$ cat config.mk
export PLATFORM = sky130hd
export DESIGN_NAME = nanq_unit
export DESIGN_NICKNAME = d
export VERILOG_FILES = /design/src/rtl/nanq_pkg.sv /design/src/rtl/nanq_lane.sv /design/src/rtl/nanq_stage.sv /design/src/rtl/nanq_unit.sv
export SDC_FILE = /design/constraint.sdc
export NUM_CORES = 1
export LEC_CHECK = 0
export BUFFER_PORTS_ARGS = -buffer_cell sky130_fd_sc_hd__buf_2
export CAP_MARGIN = 30
export CORE_MARGIN = 4
export CORE_UTILIZATION = 46
export CTS_BUF_LIST = sky130_fd_sc_hd__clkbuf_8 sky130_fd_sc_hd__clkbuf_16
export CTS_CLUSTER_SIZE = 40
export DETAILED_ROUTE_END_ITERATION = 16
export HOLD_SLACK_MARGIN = 0.15
export PLACE_DENSITY = 0.92
export SYNTH_ARGS = -nofsm -noshare
export SYNTH_HDL_FRONTEND = slang
export SYNTH_SLANG_ARGS = --single-unit
$ cat constraint.sdc
create_clock -name clk -period 1.05 [get_ports clk]
set_input_delay 0.0525 -clock clk [delete_from_list [all_inputs] [get_ports clk]]
set_output_delay 0.0525 -clock clk [all_outputs]
set_load 0.03 [all_outputs]
$ cat src/rtl/nanq_pkg.sv
package nanq_pkg;

  localparam int DATA_W  = 64;
  localparam int NUM_FMT = 4;

  typedef enum logic [1:0] {
    FMT_HALF   = 2'd0,
    FMT_BF16   = 2'd1,
    FMT_SINGLE = 2'd2,
    FMT_DOUBLE = 2'd3
  } nanq_fmt_e;

  typedef struct packed {
    logic              qnan;
    logic              snan;
    logic [DATA_W-1:0] quiet;
    logic [DATA_W-1:0] dflt;
  } nanq_res_t;

  function automatic int fmt_exp_w(input int idx);
    case (idx)
      0:       return 5;
      1:       return 8;
      2:       return 8;
      default: return 11;
    endcase
  endfunction

  function automatic int fmt_frac_w(input int idx);
    case (idx)
      0:       return 10;
      1:       return 7;
      2:       return 23;
      default: return 52;
    endcase
  endfunction

endpackage

$ cat src/rtl/nanq_lane.sv
module nanq_lane
  import nanq_pkg::*;
#(
  parameter int EXP_W  = 8,
  parameter int FRAC_W = 23,
  localparam int WORD_W = 1 + EXP_W + FRAC_W
) (
  input  logic [WORD_W-1:0] word,
  input  logic              sig_pol,
  input  logic              no_snan,
  output nanq_res_t         res
);

  logic              sign_b;
  logic [EXP_W-1:0]  exp_f;
  logic [FRAC_W-1:0] frac_f;
  logic              exp_ones;
  logic              top_b;
  logic              low_nz;
  logic              any_nan;
  logic              sig_hit;
  logic [FRAC_W-1:0] frac_q;
  logic [FRAC_W-1:0] frac_d;

  assign {sign_b, exp_f, frac_f} = word;
  assign exp_ones = &exp_f;
  assign top_b    = frac_f[FRAC_W-1];
  assign low_nz   = |frac_f[FRAC_W-2:0];
  assign any_nan  = exp_ones & (top_b | low_nz);

  // Signaling test depends on which polarity marks the top bit.
  assign sig_hit = ~no_snan & exp_ones & (sig_pol ? top_b : (~top_b & low_nz));

  always_comb begin
    if (sig_pol) begin
      frac_q = {2'b01, frac_f[FRAC_W-3:0]};
      frac_d = {1'b0, {(FRAC_W-1){1'b1}}};
    end else begin
      frac_q = {1'b1, frac_f[FRAC_W-2:0]};
      frac_d = {1'b1, {(FRAC_W-1){1'b0}}};
    end
  end

  always_comb begin
    res       = '0;
    res.snan  = sig_hit;
    res.qnan  = any_nan & ~sig_hit;
    res.quiet[WORD_W-1:0] = sig_hit ? {sign_b, exp_f, frac_q} : word;
    res.dflt[WORD_W-1:0]  = {1'b0, {EXP_W{1'b1}}, frac_d};
  end

endmodule

$ cat src/rtl/nanq_stage.sv
module nanq_stage
  import nanq_pkg::*;
(
  input  logic      clk,
  input  logic      rst_n,
  input  logic      en,
  input  nanq_res_t d,
  output nanq_res_t q,
  output logic      vld
);

  nanq_res_t res_nxt;

  always_comb begin
    res_nxt = q;
    if (en) res_nxt = d;
  end

  always_ff @(posedge clk or negedge rst_n) begin
    if (!rst_n) begin
      q   <= '0;
      vld <= 1'b0;
    end else begin
      q   <= res_nxt;
      vld <= en;
    end
  end

endmodule

$ cat src/rtl/nanq_unit.sv
module nanq_unit
  import nanq_pkg::*;
(
  input  logic        clk,
  input  logic        rst_n,
  input  logic        in_valid,
  input  logic [1:0]  format,
  input  logic [63:0] operand,
  input  logic        sig_pol,
  input  logic        no_snan,
  output logic        out_valid,
  output logic        is_qnan,
  output logic        is_snan,
  output logic [63:0] quieted,
  output logic [63:0] default_nan
);

  nanq_res_t lane_res [NUM_FMT];
  nanq_res_t sel_res;
  nanq_res_t reg_res;

  for (genvar gi = 0; gi < NUM_FMT; gi++) begin : g_lane
    localparam int EW = fmt_exp_w(gi);
    localparam int FW = fmt_frac_w(gi);
    localparam int WW = 1 + EW + FW;
    nanq_lane #(.EXP_W(EW), .FRAC_W(FW)) u_lane (
      .word    (operand[WW-1:0]),
      .sig_pol (sig_pol),
      .no_snan (no_snan),
      .res     (lane_res[gi])
    );
  end

  assign sel_res = lane_res[format];

  nanq_stage u_stage (
    .clk   (clk),
    .rst_n (rst_n),
    .en    (in_valid),
    .d     (sel_res),
    .q     (reg_res),
    .vld   (out_valid)
  );

  assign is_qnan     = reg_res.qnan;
  assign is_snan     = reg_res.snan;
  assign quieted     = reg_res.quiet;
  assign default_nan = reg_res.dflt;

endmodule

# Word-level counts from Yosys, hierarchy flattened

Cells that the tools add are included.

Magnitude comparators: 1
Mux-type cells: 19
Bitwise logic cells: 34
Reductions and logical operators: 8

Operators by type and width:

| kind                                       | number |
|---|---|
| binary-select mux 130 bit (select 2 bit)   | 1 |
| 2-to-1 mux 130 bit                         | 2 |
| 2-to-1 mux 52 bit                          | 3 |
| 2-to-1 mux 23 bit                          | 3 |
| OR reduction 51 bit                        | 1 |
| 2-to-1 mux 10 bit                          | 3 |
| OR reduction 22 bit                        | 1 |
| 2-to-1 mux 7 bit                           | 3 |
| bitwise AND 1 bit                          | 20 |
| AND reduction 8 bit                        | 2 |
| AND reduction 11 bit                       | 1 |
| NOT 1 bit                                  | 9 |
| OR reduction 9 bit                         | 1 |
| OR reduction 6 bit                         | 1 |
| AND reduction 5 bit                        | 1 |
| 2-to-1 mux 1 bit                           | 4 |
| OR 1 bit                                   | 4 |
| >= comparator 3 bit, second input constant | 1 |
| NOT 2 -> 3 bit                             | 1 |

Register bits: 131
Bits of input ports: 71
Output and inout port bits: 131
Logic and storage cells: 67

# Depth between registers and ports, before layout

Gate-level depths: netlist of run 1.

Depth after elaboration: 9
Gate-level depth with buffers: 7
Depth with buffers taken out: 5

# By module

From an unflattened synthesis of run 1, not the netlist that was laid out.

Cell total of the unflattened synthesis: 1,048
Area, all modules: 12,632.1 µm²

By module, submodules not included:

| module                        | times used | cells an instance | area an instance (µm²) | sequential area each (µm²) |
|---|---|---|---|---|
| nanq_stage                    | 1          | 275               | 4,877.2                | 3,278.1 |
| nanq_unit                     | 1          | 159               | 3,246.9                | 0.0 |
| nanq_lane at g_lane[3].u_lane | 1          | 169               | 1,218.7                | 0.0 |
| nanq_lane at g_lane[2].u_lane | 1          | 152               | 1,119.8                | 0.0 |
| nanq_lane at g_lane[0].u_lane | 1          | 148               | 1,093.5                | 0.0 |
| nanq_lane at g_lane[1].u_lane | 1          | 145               | 1,076.0                | 0.0 |

# Worst setup path before layout of run 1

OpenSTA, ideal clock, no wires.

Path kind: input port to flip-flop
Start point: input port operand[1]
End point: register u_stage.q[73] in the netlist's numbering
Setup time: 125 ps
Data arrival time: 1,543 ps
Data required time: 925 ps
Path slack: -618 ps
Stages on the path: 5
Buffers on the path: 0
Cells stage by stage: or4_4 -> or4_4 -> a31oi_1 -> a21oi_1 -> mux2_4

Word-level cells in the longest chain between the ends: 8
Elaborated cells on any way between the ends: 18
Those cells by class: 9 x mux; 6 x bitwise; 3 x reduce/logical

RTL lines:

| item                                                      | line             | text |
|---|---|---|
| from (decl)                                               | nanq_unit.sv:8   | `input logic [63:0] operand,` |
| OR reduction 51 bit (tied with other cells)               | nanq_lane.sv:28  | `assign low_nz = \|frac_f[FRAC_W-2:0];` |
| bitwise AND 1 bit                                         | nanq_lane.sv:32  | `assign sig_hit = ~no_snan & exp_ones & (sig_pol ? top_b : (~top_b & low_nz));` |
| 2-to-1 mux 1 bit                                          | nanq_lane.sv:32  |  |
| bitwise AND 1 bit                                         | nanq_lane.sv:32  |  |
| 2-to-1 mux 52 bit (tied with other cells)                 | nanq_lane.sv:48  | `res.quiet[WORD_W-1:0] = sig_hit ? {sign_b, exp_f, frac_q} : word;` |
| binary-select mux 130 bit (select 2 bit) (*)              | nanq_unit.sv:34  | `assign sel_res = lane_res[format];` |
| 2-to-1 mux 130 bit (not written as such) (*) (2 in a row) | nanq_unit.sv:34  |  |
| to (signal assigned)                                      | nanq_stage.sv:24 | `q <= res_nxt;` |
| to (decl)                                                 | nanq_stage.sv:8  | `output nanq_res_t q,` |

Mark *: on every way between the ends. The rest lies on a longest branch, timed or not. The select of a mux whose other input is x is not followed.
A chain may end at the register's enable or synchronous reset.

# Final worst setup path of run 1

Ends and elaborated chain as after synthesis.

==> impl_metrics.toml, run 1 <==
[setup_path]
crit_slowest_cell = "or4_4"
path_cells = "buf_6 -> or4_4 -> or4_4 -> a31oi_1 -> a21oi_1 -> mux2_4"
critPathMaxStageDelay_ns = 0.53
critPathLaunchType = "input port"
required_ns = 1.29
path_buf_inv = 1
critical_path_class = "in2reg"
timing.rr.start = "u_stage.q[128]$_DFFE_PN0P_"
cp-end-kind = "flop"
arrival_ns = 1.64
crit_fanout = 2
rr_worst_depth = 4
r2r_slack_ns = 0.01
crit_family = "simple AND/OR/NAND/NOR gates"
reg2reg_to = "u_stage.q[128]$_DFFE_PN0P_"
path_common_cell = "or4_4"
crit_cells = 6

[grt]
antenna_found_initial = 0
grt_pass1_wl_um = 21900
grt_overflow = 0
grt_pass1_vias = 4242
grt_use_total_pct = 27.4
grt_max_degree = 70

[floorplan]
rows = 33
core_area_um2 = 8260
ios = 202
dieHeight_um = 101
start_util_pct = 47.7
die_x_um = 101
die_area_um2 = 10100

[logic_synthesis]
postSynthAreaPerCell_um2 = 10.4
synth_edf_count = 0
synth_seq_cells = 78
ys_seq_area_share_pct = 49.6
ys.flop_type = "dfrtp_1"
ys_types = 47
synth.net_count = 454
yosysWarningCount = 0
synthesis.area_um2 = 3940
async_flop_share_pct = 100
syn_inst = 378

[job]
drv_cap = 0

[clock_network]
cts_max_path_buffers = 2
h-tree-depth = 3
cts_tree = "yes"
cts_buffers = 9
path_clk_slew_ns = 0.08
cts-root-buf = "clkbuf_8"
clock-sinks = 78
worstSkewPairLatency_ns = 0.35

[detailed_routing]
drt_iter0_drc = 232
route.vias.total = 4152
routed_wl_um = 14400
drc = 0
ant_nets = 0
viasPerCell = 5.47
avgRoutedWirePerCell_um = 19.0
drt_first_pass_iters = 5

[final_layout]
fin_area_um2 = 6550
finalNetCount = 725
multiInputGateArea_um2 = 1460
fillers = 467
antennaDiodeCount = 0
seq_area_um2 = 1960
drive_gt1_share_pct = 48.9
synthToLayoutAreaGrowth_pct = 66.2

[sta]
slew_violations = 0
fmax_mhz = 713
rsz0062_at_grt = "yes"
min_period_over_period_pct = 134
final-hold-violation-count = 0
clock_skew_ns = 0
setup_ws_ns = -0.353
setup_tns_ns = -5.82
timing.hold.ws_ns = 0.165
setup_viol = 59
period_needed_ns = 1.40

[placed_design]
place_area_um2 = 5080
dp_hpwl_um = 8810
port_buffers = 200
place.gp.congestion = 0.870

[power_and_ir_drop]
p_sw_share_pct = 33.8
power.internal_mw = 5.56
power.total_mw = 8.40
cellPowerDensity_nw_per_um2 = 1280
pwr-share-seq_pct = 40.2
p_leak_nw = 3.30
power.share.combinational_pct = 31.3
pwr-share-clk_pct = 28.4
ir_drop_v = 0.000920
p_switching_mw = 2.83

[outcome]
status = "complete, but fails checks"
violations = "negative setup slack"

[hold_path]
min_path_type = "in2async"
## sequential cells by signal, summed over array words and instances (netlist names)
| name | cells |
|---|---|
| u_stage.q | 77 |
| u_stage.vld | 1 |
## metal layers
metal  wire length, um  track usage, %  part of all wire, %
met1              5220            32.9                   36
met2              7350            48.0                   51
met3              1250            6.16                  8.7
met4               585            10.7                  4.1
met5                 0               0                    0
## stage by stage
stage / worst slack, ns / std cells / utilization [%]
CTS: -0.312 / 758 / 78.0
finish: -0.353 / 759 / 79.3
global placement: -0.693 / 666 / 61.5
floorplan: -0.587 / 378 / -
detailed placement: -0.734 / 666 / 61.5
global route: -0.365 / 759 / 79.3
## cells by family after synthesis
kind of cell / Yosys count / synth area share [%]
and+or+nand+nor: 93 / 13.5
buffers and inverters: 99 / 14.5
adders and majority gates: 5 / 1.59
DFF: 78 / 49.6
xor gates and xnor gates: 4 / 0.890
muxes: 16 / 4.61
AOI/OAI and AO/OA: 82 / 15.2
other: 1 / 0.0952
## power groups by stage
stage / combinational (mW) / sequential [mW] / clock [mW]
final: 2.63 / 3.38 / 2.39
after global placement: 2.01 / 3.40 / 0
after floorplan: 0.927 / 3.86 / 0
after global routing: 2.77 / 3.41 / 2.57
after detailed placement: 2.04 / 3.42 / 0
after CTS: 2.53 / 3.35 / 2.43
## worst max path at each step
stage / from / slack, ns / endpoint
2_1_floorplan: operand[1] / -0.59 / u_stage.q[73]$_DFFE_PN0P_
3_3_place_gp: operand[1] / -0.69 / u_stage.q[73]$_DFFE_PN0P_
3_5_place_dp: operand[1] / -0.73 / u_stage.q[128]$_DFFE_PN0P_
4_1_cts: operand[1] / -0.31 / u_stage.q[73]$_DFFE_PN0P_
5_1_grt: operand[1] / -0.37 / u_stage.q[73]$_DFFE_PN0P_
6_report: operand[1] / -0.35 / u_stage.q[73]$_DFFE_PN0P_
## cell usage in the layout, fill, tap and decap left out, types with 7 or more instances in the layout
| cell type | synthesis | final |
|---|---|---|
| buf_2 | 2 | 139 |
| dfrtp_1 | 78 | 72 |
| dlygate4sd3_1 | 0 | 67 |
| buf_6 | 0 | 59 |
| buf_4 | 53 | 55 |
| a22o_1 | 30 | 30 |
| inv_1 | 24 | 23 |
| nand3_1 | 22 | 22 |
| o21ai_0 | 21 | 21 |
| mux2_2 | 13 | 13 |
| nand2_1 | 13 | 12 |
| nor4_1 | 12 | 12 |
| clkbuf_8 | 0 | 11 |
| nor2_1 | 8 | 7 |
| buf_8 | 0 | 7 |
## Yosys cell counts (all sizes together), types with 2 or more instances
cell type / number / share of area, %
mux2: 14 / 4.1
nand2b: 2 / 0.32
clkbuf: 14 / 1.3
nand3b: 4 / 0.76
nand2: 13 / 1.2
and4: 5 / 1.1
a2bb2oi: 3 / 0.67
inv: 24 / 2.3
o211ai: 2 / 0.38
dfrtp: 78 / 50
or4: 7 / 1.5
and3: 3 / 0.48
o21ai: 21 / 2.7
mux2i: 2 / 0.51
ha: 5 / 1.6
o2bb2ai: 4 / 0.89
a31oi: 4 / 0.64
a22o: 30 / 6.7
or3: 2 / 0.32
nor2: 8 / 0.76
xnor2: 2 / 0.44
xor2: 2 / 0.44
buf: 61 / 11
nand3: 22 / 2.8
nor4: 12 / 1.9
nand4: 5 / 0.79
a21oi: 8 / 1.0
a21o: 2 / 0.38
nor3: 6 / 0.76
## cell type report
cell class | instances | share of cell area [%]
inverters | 24 | 1.38
clock inverters | 5 | 0.879
multi-input cells | 201 | 22.4
flip-flops and latches | 78 | 29.9
repair buffers | 335 | 41.1
well taps | 105 | 2.01
clock buffers | 11 | 2.31
## what timing repair did
item | 4_1_cts | 5_1_grt
hold endpoints to repair | 142 | 0
setup endpoints to repair | 64 | 89
gates resized for setup | 129 | 28
cloned | 1 | 1
buffers inserted | 8 | 1
hold buffers | 67 | 0
pin swaps | 6 | 2
No activity file was read; power rests on OpenSTA's default activity.
==> run 2: changes to the inputs <==
--- a/config.mk
+++ b/config.mk
@@ -7,6 +7,7 @@
 export LEC_CHECK = 0
 export BUFFER_PORTS_ARGS = -buffer_cell sky130_fd_sc_hd__buf_2
 export CAP_MARGIN = 30
+export CORE_ASPECT_RATIO = 1.5
 export CORE_MARGIN = 4
 export CORE_UTILIZATION = 46
 export CTS_BUF_LIST = sky130_fd_sc_hd__clkbuf_8 sky130_fd_sc_hd__clkbuf_16
==> impl_metrics.toml, run 2 (same netlist as run 1, synthesis figures left out) <==
[outcome]
status = "complete, but fails checks"
violations = "negative setup slack"

[final_layout]
stdcell_count = 771
synthToLayoutAreaGrowth_pct = 68.5
reg_top3 = "u_stage.q: 77 flops, u_stage.vld: 1 flops"
fin_util_pct = 79.4
finalNetCount = 735
drive_gt1_share_pct = 50.0
antennaDiodeCount = 0
final_common_cell = "buf_2"
fillers = 477
largest_reg_flops = 77
layout_common_cells = "152 x buf_2, 74 x dfrtp_1, 73 x buf_4, 64 x dlygate4sd3_1, 46 x buf_6"
regMostFlops = "u_stage.q"

[sta]
slew_violations = 0
timing.hold.ws_ns = 0.148
rsz0062_at_grt = "yes"
setup_ws_ns = -0.429
fmax_mhz = 676
final-hold-violation-count = 0
min_period_over_period_pct = 141
clock_skew_ns = 0
setup_tns_ns = -4.24
period_needed_ns = 1.48
setup_viol = 46

[floorplan]
start_util_pct = 47.1
ios = 202
die_area_um2 = 10100
rows = 41
core_area_um2 = 8360
dieHeight_um = 121
die_x_um = 83.6

[placed_design]
dp_hpwl_um = 9140
port_buffers = 200
place.gp.congestion = 0.873
placedCellCount = 682
dp_slack_ns = -0.732

[clock_network]
h-tree-depth = 3
path_clk_slew_ns = 0.06
cts-root-buf = "clkbuf_16"
cts_tree = "yes"
clock-sinks = 78
cts_max_path_buffers = 2
worstSkewPairLatency_ns = 0.33
cts_buffers = 9

[power_and_ir_drop]
p_leak_nw = 3.37
ir_drop_v = 0.00126
cellPowerDensity_nw_per_um2 = 1400

[setup_path]
critical_path_class = "in2reg"
required_ns = 1.24
crit_fanout = 3
arrival_ns = 1.67
critPathLaunchType = "input port"
cp-end-kind = "flop"

[detailed_routing]
avgRoutedWirePerCell_um = 20.8
route.vias.total = 4284
routed_wl_um = 16000
drc = 0
ant_nets = 0
viasPerCell = 5.56
drt_iter0_drc = 422
drt_first_pass_iters = 5

[grt]
antenna_found_initial = 0
grt_overflow = 0
grt_pass1_wl_um = 23700
grt_pass1_vias = 4609
grt_use_total_pct = 29.7
grt_max_degree = 68

[job]
drv_cap = 0

[hold_path]
min_path_type = "in2async"
run 2: cell count changes in the layout (fill, tap and decap cells not counted), moves of 3 or more:
cell and change:
dlygate4sd3_1 -3, buf_8 -6, clkbuf_8 -7, buf_4 +18
clkbuf_16 +8, buf_6 -13, buf_2 +13
run 2: metal layers:
layer / wire [um] / track usage [%] / up-vias
li1: - / - / 1871
met1: 5540 / 31.4 / 2083
met2: 8570 / 53.2 / 263
met3: 1030 / 5.84 / 67
met4: 892 / 19.4 / 0
met5: 0 / 0 / -
run 2: critical path: stages:
cell and delay (ns):
buf_2 0.10, or4_1 0.62, nor3_1 0.36, buf_4 0.20, and4b_1 0.21, o311ai_1 0.13
run 2: final timing paths:
path | start | end | slack [ns] | cells after the start
max in group asynchronous | rst_n | u_stage.q[21]$_DFFE_PN0P_ | 0.39 | 3
worst max register to register | u_stage.q[128]$_DFFE_PN0P_ | u_stage.q[128]$_DFFE_PN0P_ | 0.05 | 4
worst min register to register | u_stage.q[79]$_DFFE_PN0P_ | u_stage.q[79]$_DFFE_PN0P_ | 0.50 | 1
worst max-delay path | operand[39] | u_stage.q[129]$_DFFE_PN0P_ | -0.43 | 6
worst min-delay path | rst_n | u_stage.q[100]$_DFFE_PN0P_ | 0.15 | 2
min in group clk | operand[6] | u_stage.q[70]$_DFFE_PN0P_ | 0.17 | 4
run 2: cell type report:
| class | instances | area [um2] | area share (%) |
|---|---|---|---|
| timing repair buffer | 345 | 2660 | 40.1 |
| sequential | 78 | 1960 | 29.5 |
| multi-input combinational | 201 | 1470 | 22.2 |
| clock buffer | 13 | 280 | 4.22 |
| tap | 107 | 134 | 2.02 |
| inverter | 24 | 90.1 | 1.36 |
| clock inverter | 3 | 41.3 | 0.622 |
run 2: power by group:
| part | switching, mW | leakage [nW] | internal, mW |
|---|---|---|---|
| Clock | 1.20 | 0.159 | 2.09 |
| Sequential | 0.152 | 0.994 | 3.23 |
| Combinational | 1.55 | 2.21 | 1.07 |
run 2: what timing repair did:
action                                 in CTS  in global routing
setup buffers                               6                  3
pin swaps                                   6                  6
resized for setup                          96                 27
gates cloned                                0                  1
endpoints found under the hold margin     141                  0
hold buffers                               64                  0
setup endpoints to repair                  53                 50
run 2: per-stage QoR:
stage / cell area, um2 / total power [mW]
final: 6640 / 9.29
after global routing: 6640 / 9.59
after CTS: 6490 / 9.15
after detailed placement: 5200 / 5.51
after global placement: 5200 / 5.46
after floorplan: 3960 / 4.78
